**config.mk**
```make
export PLATFORM = sky130hd
export DESIGN_NAME = speed_arbiter
export DESIGN_NICKNAME = d
export VERILOG_FILES = /design/src/rtl/spdarb_pkg.sv /design/src/rtl/spdarb_phase.sv /design/src/rtl/spdarb_regs.sv /design/src/rtl/spdarb_decode.sv /design/src/rtl/speed_arbiter.sv
export SDC_FILE = /design/constraint.sdc
export NUM_CORES = 1
export LEC_CHECK = 0
export BUFFER_PORTS_ARGS = -buffer_cell sky130_fd_sc_hd__buf_2
export CORE_UTILIZATION = 36
export DETAILED_ROUTE_END_ITERATION = 12
export GPL_TIMING_DRIVEN = 0
export PLACE_DENSITY = 0.79
export SETUP_SLACK_MARGIN = 0.02
export SYNTH_ARGS = -nofsm -noshare
export SYNTH_HDL_FRONTEND = slang
export SYNTH_SLANG_ARGS = --single-unit
```
**constraint.sdc**
```tcl
create_clock -name clk -period 4.3 [get_ports clk]
set_input_delay 1.29 -clock clk [delete_from_list [all_inputs] [get_ports clk]]
set_output_delay 1.29 -clock clk [all_outputs]
set_load 0.05 [all_outputs]
```
**src/rtl/spdarb_pkg.sv**
```systemverilog
package spdarb_pkg;

    localparam int BANK_W = 8;
    localparam int OFS_W  = 16;
    localparam int ADDR_W = BANK_W + OFS_W;
    localparam int DATA_W = 8;
    localparam int SADDR_W = OFS_W + 1;

    localparam int               SPEED_FAST_BIT = 7;
    localparam logic [DATA_W-1:0] SPEED_RESET   = 8'h80;
    localparam logic [DATA_W-1:0] DBANK_RESET   = 8'h00;

    typedef enum logic [1:0] {
        ROUTE_FAST   = 2'd0,
        ROUTE_PACED  = 2'd1,
        ROUTE_SLOW   = 2'd2,
        ROUTE_SHADOW = 2'd3
    } route_e;

    typedef struct packed {
        logic              en;
        logic              we;
        logic [ADDR_W-1:0] addr;
        logic [DATA_W-1:0] wdata;
    } fast_op_t;

    typedef struct packed {
        logic               en;
        logic               we;
        logic [SADDR_W-1:0] addr;
        logic [DATA_W-1:0]  wdata;
    } slow_op_t;

    function automatic logic in_slow_bank(input logic [BANK_W-1:0] bank);
        return bank[BANK_W-1:1] == 7'b1110000;
    endfunction

    function automatic logic in_low_bank(input logic [BANK_W-1:0] bank);
        return bank[BANK_W-1:1] == 7'b0000000;
    endfunction

    function automatic logic [SADDR_W-1:0] slow_addr(input logic bank_lsb,
                                                     input logic [OFS_W-1:0] ofs);
        return {bank_lsb, ofs};
    endfunction

endpackage

```
**src/rtl/spdarb_phase.sv**
```systemverilog
module spdarb_phase #(
    parameter int NUM = 3,
    parameter int DEN = 8
) (
    input  logic clk,
    input  logic rst,
    output logic tick
);
    localparam int ACC_W = $clog2(DEN) + 1;

    logic [ACC_W-1:0] acc;
    logic [ACC_W-1:0] sum;

    always_comb begin
        sum  = acc + ACC_W'(NUM);
        tick = (sum >= ACC_W'(DEN));
    end

    always_ff @(posedge clk) begin
        if (rst) begin
            acc <= '0;
        end else if (tick) begin
            acc <= sum - ACC_W'(DEN);
        end else begin
            acc <= sum;
        end
    end
endmodule

```
**src/rtl/spdarb_regs.sv**
```systemverilog
module spdarb_regs
    import spdarb_pkg::*;
(
    input  logic              clk,
    input  logic              rst,
    input  logic              spd_we,
    input  logic              bank_we,
    input  logic [DATA_W-1:0] wdata,
    output logic [DATA_W-1:0] spd_q,
    output logic [DATA_W-1:0] dbank_q,
    output logic              fast_mode
);
    always_ff @(posedge clk) begin
        if (rst) begin
            spd_q   <= SPEED_RESET;
            dbank_q <= DBANK_RESET;
        end else begin
            if (spd_we)  spd_q   <= wdata;
            if (bank_we) dbank_q <= wdata;
        end
    end

    assign fast_mode = spd_q[SPEED_FAST_BIT];
endmodule

```
**src/rtl/spdarb_decode.sv**
```systemverilog
module spdarb_decode
    import spdarb_pkg::*;
#(
    parameter logic [OFS_W-1:0] SHADOW_LO = 16'h0400,
    parameter logic [OFS_W-1:0] SHADOW_HI = 16'h07FF
) (
    input  logic              we,
    input  logic [ADDR_W-1:0] addr,
    input  logic              fast_mode,
    output route_e            route
);
    logic [BANK_W-1:0] bank;
    logic [OFS_W-1:0]  ofs;
    logic              in_window;

    always_comb begin
        bank      = addr[ADDR_W-1:OFS_W];
        ofs       = addr[OFS_W-1:0];
        in_window = in_low_bank(bank) && (ofs >= SHADOW_LO) && (ofs <= SHADOW_HI);
        if (in_slow_bank(bank)) begin
            route = ROUTE_SLOW;
        end else if (we && in_window) begin
            route = ROUTE_SHADOW;
        end else if (!fast_mode) begin
            route = ROUTE_PACED;
        end else begin
            route = ROUTE_FAST;
        end
    end
endmodule

```
**src/rtl/speed_arbiter.sv**
```systemverilog
module speed_arbiter
    import spdarb_pkg::*;
#(
    parameter int               FAST_LAT  = 2,
    parameter int               TICK_NUM  = 3,
    parameter int               TICK_DEN  = 8,
    parameter logic [15:0]      SHADOW_LO = 16'h0400,
    parameter logic [15:0]      SHADOW_HI = 16'h07FF
) (
    input  logic        clk,
    input  logic        rst,
    input  logic        cpu_req,
    input  logic        cpu_we,
    input  logic [23:0] cpu_addr,
    input  logic [7:0]  cpu_wdata,
    output logic [7:0]  cpu_rdata,
    output logic        cpu_rdy,
    input  logic        dma_req,
    input  logic        dma_we,
    input  logic [15:0] dma_addr,
    input  logic [7:0]  dma_wdata,
    output logic [7:0]  dma_rdata,
    output logic        dma_rdy,
    input  logic        spd_we,
    input  logic        bank_we,
    input  logic [7:0]  reg_wdata,
    output logic [7:0]  spd_q,
    output logic [7:0]  dbank_q,
    output logic        fm_en,
    output logic        fm_we,
    output logic [23:0] fm_addr,
    output logic [7:0]  fm_wdata,
    input  logic [7:0]  fm_rdata,
    output logic        sm_en,
    output logic        sm_we,
    output logic [16:0] sm_addr,
    output logic [7:0]  sm_wdata,
    input  logic [7:0]  sm_rdata
);
    localparam int CNT_W = $clog2(FAST_LAT + 1);
    localparam logic [CNT_W-1:0] LAST_CNT = CNT_W'(FAST_LAT - 1);

    logic     slow_tick;
    logic     fast_mode;
    route_e   cpu_route;
    logic     dma_go;
    logic     dma_slow;
    logic     cpu_done;
    logic     cpu_is_fast;
    logic [CNT_W-1:0] lat_cnt;
    fast_op_t fop;
    slow_op_t sop;

    spdarb_phase #(.NUM(TICK_NUM), .DEN(TICK_DEN)) phase_i (
        .clk  (clk),
        .rst  (rst),
        .tick (slow_tick)
    );

    spdarb_regs regs_i (
        .clk       (clk),
        .rst       (rst),
        .spd_we    (spd_we),
        .bank_we   (bank_we),
        .wdata     (reg_wdata),
        .spd_q     (spd_q),
        .dbank_q   (dbank_q),
        .fast_mode (fast_mode)
    );

    spdarb_decode #(.SHADOW_LO(SHADOW_LO), .SHADOW_HI(SHADOW_HI)) dec_i (
        .we        (cpu_we),
        .addr      (cpu_addr),
        .fast_mode (fast_mode),
        .route     (cpu_route)
    );

    // DMA is only admitted on a slow tick and takes priority over the CPU.
    always_comb begin
        dma_go      = dma_req && slow_tick;
        dma_slow    = in_slow_bank(dbank_q);
        cpu_is_fast = (cpu_route == ROUTE_FAST);
        if (!cpu_req || dma_go) begin
            cpu_done = 1'b0;
        end else if (cpu_is_fast) begin
            cpu_done = (lat_cnt == LAST_CNT);
        end else begin
            cpu_done = slow_tick;
        end
    end

    // Fast-access progress; cleared by completion or by a DMA abort.
    always_ff @(posedge clk) begin
        if (rst) begin
            lat_cnt <= '0;
        end else if (!cpu_req || !cpu_is_fast || cpu_done || dma_go) begin
            lat_cnt <= '0;
        end else begin
            lat_cnt <= lat_cnt + 1'b1;
        end
    end

    always_comb begin
        fop = '0;
        sop = '0;
        if (dma_go) begin
            if (dma_slow) begin
                sop.en    = 1'b1;
                sop.we    = dma_we;
                sop.addr  = slow_addr(dbank_q[0], dma_addr);
                sop.wdata = dma_wdata;
            end else begin
                fop.en    = 1'b1;
                fop.we    = dma_we;
                fop.addr  = {dbank_q, dma_addr};
                fop.wdata = dma_wdata;
            end
        end else if (cpu_done) begin
            fop.we    = cpu_we;
            fop.addr  = cpu_addr;
            fop.wdata = cpu_wdata;
            sop.we    = cpu_we;
            sop.addr  = slow_addr(cpu_addr[OFS_W], cpu_addr[OFS_W-1:0]);
            sop.wdata = cpu_wdata;
            unique case (cpu_route)
                ROUTE_FAST, ROUTE_PACED: fop.en = 1'b1;
                ROUTE_SLOW:              sop.en = 1'b1;
                ROUTE_SHADOW: begin
                    fop.en = 1'b1;
                    sop.en = 1'b1;
                end
                default: ;
            endcase
        end
    end

    assign fm_en    = fop.en;
    assign fm_we    = fop.we;
    assign fm_addr  = fop.addr;
    assign fm_wdata = fop.wdata;
    assign sm_en    = sop.en;
    assign sm_we    = sop.we;
    assign sm_addr  = sop.addr;
    assign sm_wdata = sop.wdata;

    assign cpu_rdy   = !cpu_req || cpu_done;
    assign dma_rdy   = !dma_req || dma_go;
    assign cpu_rdata = (cpu_route == ROUTE_SLOW) ? sm_rdata : fm_rdata;
    assign dma_rdata = dma_slow ? sm_rdata : fm_rdata;
endmodule

```
==> impl_metrics.json <==
{
  "synth_mux_area_frac": 0.149,
  "die_h_um": 80.5,
  "grt_max_degree": 14,
  "crit_type": "in2out",
  "drc": 0,
  "viasPerCell": 6.10,
  "powerDensity_mw_per_mm2": 254,
  "synth_ff_type": "dfxtp_1",
  "finalHoldViolCount": 0,
  "period_minus_slack_ns": 4.86,
  "nets": 547,
  "drive_above_1_share": 0.636,
  "clkLatencyLatePin_ns": 0.27,
  "start_kind": "input pin",
  "layout_common_cells": "buf_2, buf_6, o32ai_4, o211ai_1, inv_1",
  "cts_htree_levels": 1,
  "start_util": 0.375,
  "layout_commonest_cell": "buf_2",
  "fmax_mhz": 206,
  "fin_util": 0.838,
  "area.growth.synth_to_final_pct": 124,
  "wl_per_cell_um": 20.9,
  "cts_root_buf": "clkbuf_8",
  "hpwlAfterDp_mm": 7.82,
  "vias": 3238,
  "gp_congestion": 0.787,
  "antenna_found_initial": 0,
  "clk_path_buf_depth": 2,
  "dp_cells": 524,
  "synth_compound_area_frac": 0.386,
  "post-route-period-util": 1.13,
  "holdCritPathClass": "reg2reg",
  "cts.reportedPaths.clkPinSlew_ns": 0.07,
  "overflow": 0,
  "slew_headroom": 0.199,
  "tightest_slew_ns": 1.20,
  "synth-async-reset-ratio": 0,
  "synth-xor-area-share": 0.0118,
  "antenna_left": 0,
  "crit_fanout": 10,
  "ys_ff_latch": 22,
  "die_w_um": 80.5,
  "maxCapViolCount": 0,
  "setup_viol": 61,
  "io_buffers": 179,
  "failed_checks": "negative setup slack",
  "synth_top_family_by_area": "compound AO/OA/AOI/OAI gates",
  "critical_path_arrival_ns": 3.57,
  "diodes": 0,
  "synth_edf_count": 0,
  "die_area_mm2": 0.00648,
  "leakage_nw": 1.90,
  "worstPathRequired_ns": 3.01,
  "cts_buffers": 3,
  "core-area_mm2": 0.00592,
  "cts_sinks": 22,
  "status": "finished, violations left",
  "rsz0062_at_grt": "yes",
  "ir_worst_vdd_mv": 0.277,
  "grt_pass1_wl_mm": 16.0,
  "row_count": 28,
  "synthCells": 270,
  "worst_slack_ns": -0.563,
  "synthAdderAreaFrac": 0.0113,
  "first_global_vias": 3197,
  "wl_mm": 11.1,
  "grt.total_usage": 0.325,
  "io_pins": 183,
  "avgSynthCellArea_um2": 8.22,
  "fillCellCount": 322,
  "yosys_warnings": 0,
  "synthSimpleGateAreaFrac": 0.101,
  "slew_violations": 0,
  "yosysUniqueCellTypes": 35,
  "cts_hold_buf": 0,
  "hold_ws_ns": 0.439,
  "tritoncts": "built",
  "fin_skew_ns": 0.00763,
  "ys_seq_area_frac": 0.199,
  "final_cells": 531,
  "syn_nets": 360,
  "first_iter_violations": 142,
  "first_pass_iters": 4,
  "endpoint_kind": "output pin",
  "netlist_area_mm2": 0.00222
}
==> stage by stage <==
stage | instance area, um2 | setup slack [ns] | setup TNS [ns] | power (mW)
2_1_floorplan | 3320 | -0.463 | -24.75 | 0.807
3_3_place_gp | 4310 | -0.896 | -47.23 | 0.951
3_5_place_dp | 4310 | -0.934 | -48.06 | 0.962
4_1_cts | 4940 | -0.517 | -28.96 | 1.25
5_1_grt | 4960 | -0.590 | -33.20 | 1.30
6_report | 4960 | -0.563 | -31.10 | 1.26
==> repair_timing <==
| action | CTS | global route |
|---|---|---|
| gates cloned | 1 | 0 |
| setup endpoints to repair | 70 | 66 |
| gates resized for setup | 149 | 6 |
| setup buffers | 3 | 0 |
| pin swaps | 5 | 3 |
==> logic make-up after synthesis <==
family,after synthesis
compound gates,100
xor+xnor,3
fa+ha+maj,2
buf+inv,67
flops,22
mux,31
other cells,1
simple gates,44
==> final cells by class <==
class | count | area, um2 | share of cell area
inverters | 33 | 128 | 0.0257
well taps | 75 | 93.8 | 0.0189
repair buffers | 183 | 1350 | 0.273
plain buffers | 33 | 289 | 0.0583
flip-flops and latches | 22 | 440 | 0.0888
multi-input cells | 181 | 2580 | 0.521
clock buffers | 3 | 41.3 | 0.00832
clock inverters | 1 | 30.0 | 0.00605
==> synth_stat cells, drive strengths merged, types with 3 or more instances <==
| cell | count | share of area |
|---|---|---|
| buf | 15 | 0.052 |
| clkbuf | 19 | 0.032 |
| dfxtp | 22 | 0.20 |
| inv | 32 | 0.054 |
| mux2 | 16 | 0.081 |
| mux2i | 15 | 0.068 |
| nand3 | 6 | 0.014 |
| nor2 | 22 | 0.037 |
| o211ai | 33 | 0.11 |
| o21ai | 3 | 0.0068 |
| o31ai | 6 | 0.020 |
| o32ai | 55 | 0.23 |
| or4 | 4 | 0.017 |
==> final timing paths <==
path	from	endpoint	slack (ns)	cells after the start
worst min register to register	lat_cnt[0]$_SDFF_PP0_	lat_cnt[0]$_SDFF_PP0_	0.44	1
worst min-delay path	lat_cnt[0]$_SDFF_PP0_	lat_cnt[0]$_SDFF_PP0_	0.44	1
worst max-delay path	cpu_addr[20]	sm_wdata[2]	-0.56	8
worst max register to register	phase_i.acc[0]$_SDFF_PP0_	lat_cnt[0]$_SDFF_PP0_	2.21	4
==> power breakdown <==
part,internal (mW),switching (mW)
clock network,0.124,0.0683
registers,0.218,0.0110
logic,0.298,0.542
total,0.640,0.622
==> metal layers <==
layer	wire [um]	track usage
met5	0	0
met1	3990	0.350
met3	711	0.0580
met4	404	0.132
met2	6020	0.614
==> worst max-delay path: stages <==
cell and delay, ns:
buf_6 0.09, or4_4 0.54, or4_4 0.58, and4b_1 0.21
buf_6 0.17, buf_12 0.17, o32ai_4 0.30, buf_6 0.20
==> flip-flops by register name (all words and copies together), names as in the netlist <==
name,flops
lat_cnt,2
phase_i.acc,4
regs_i.dbank_q,8
regs_i.spd_q,8
No activity file was read; power rests on OpenSTA's default activity.
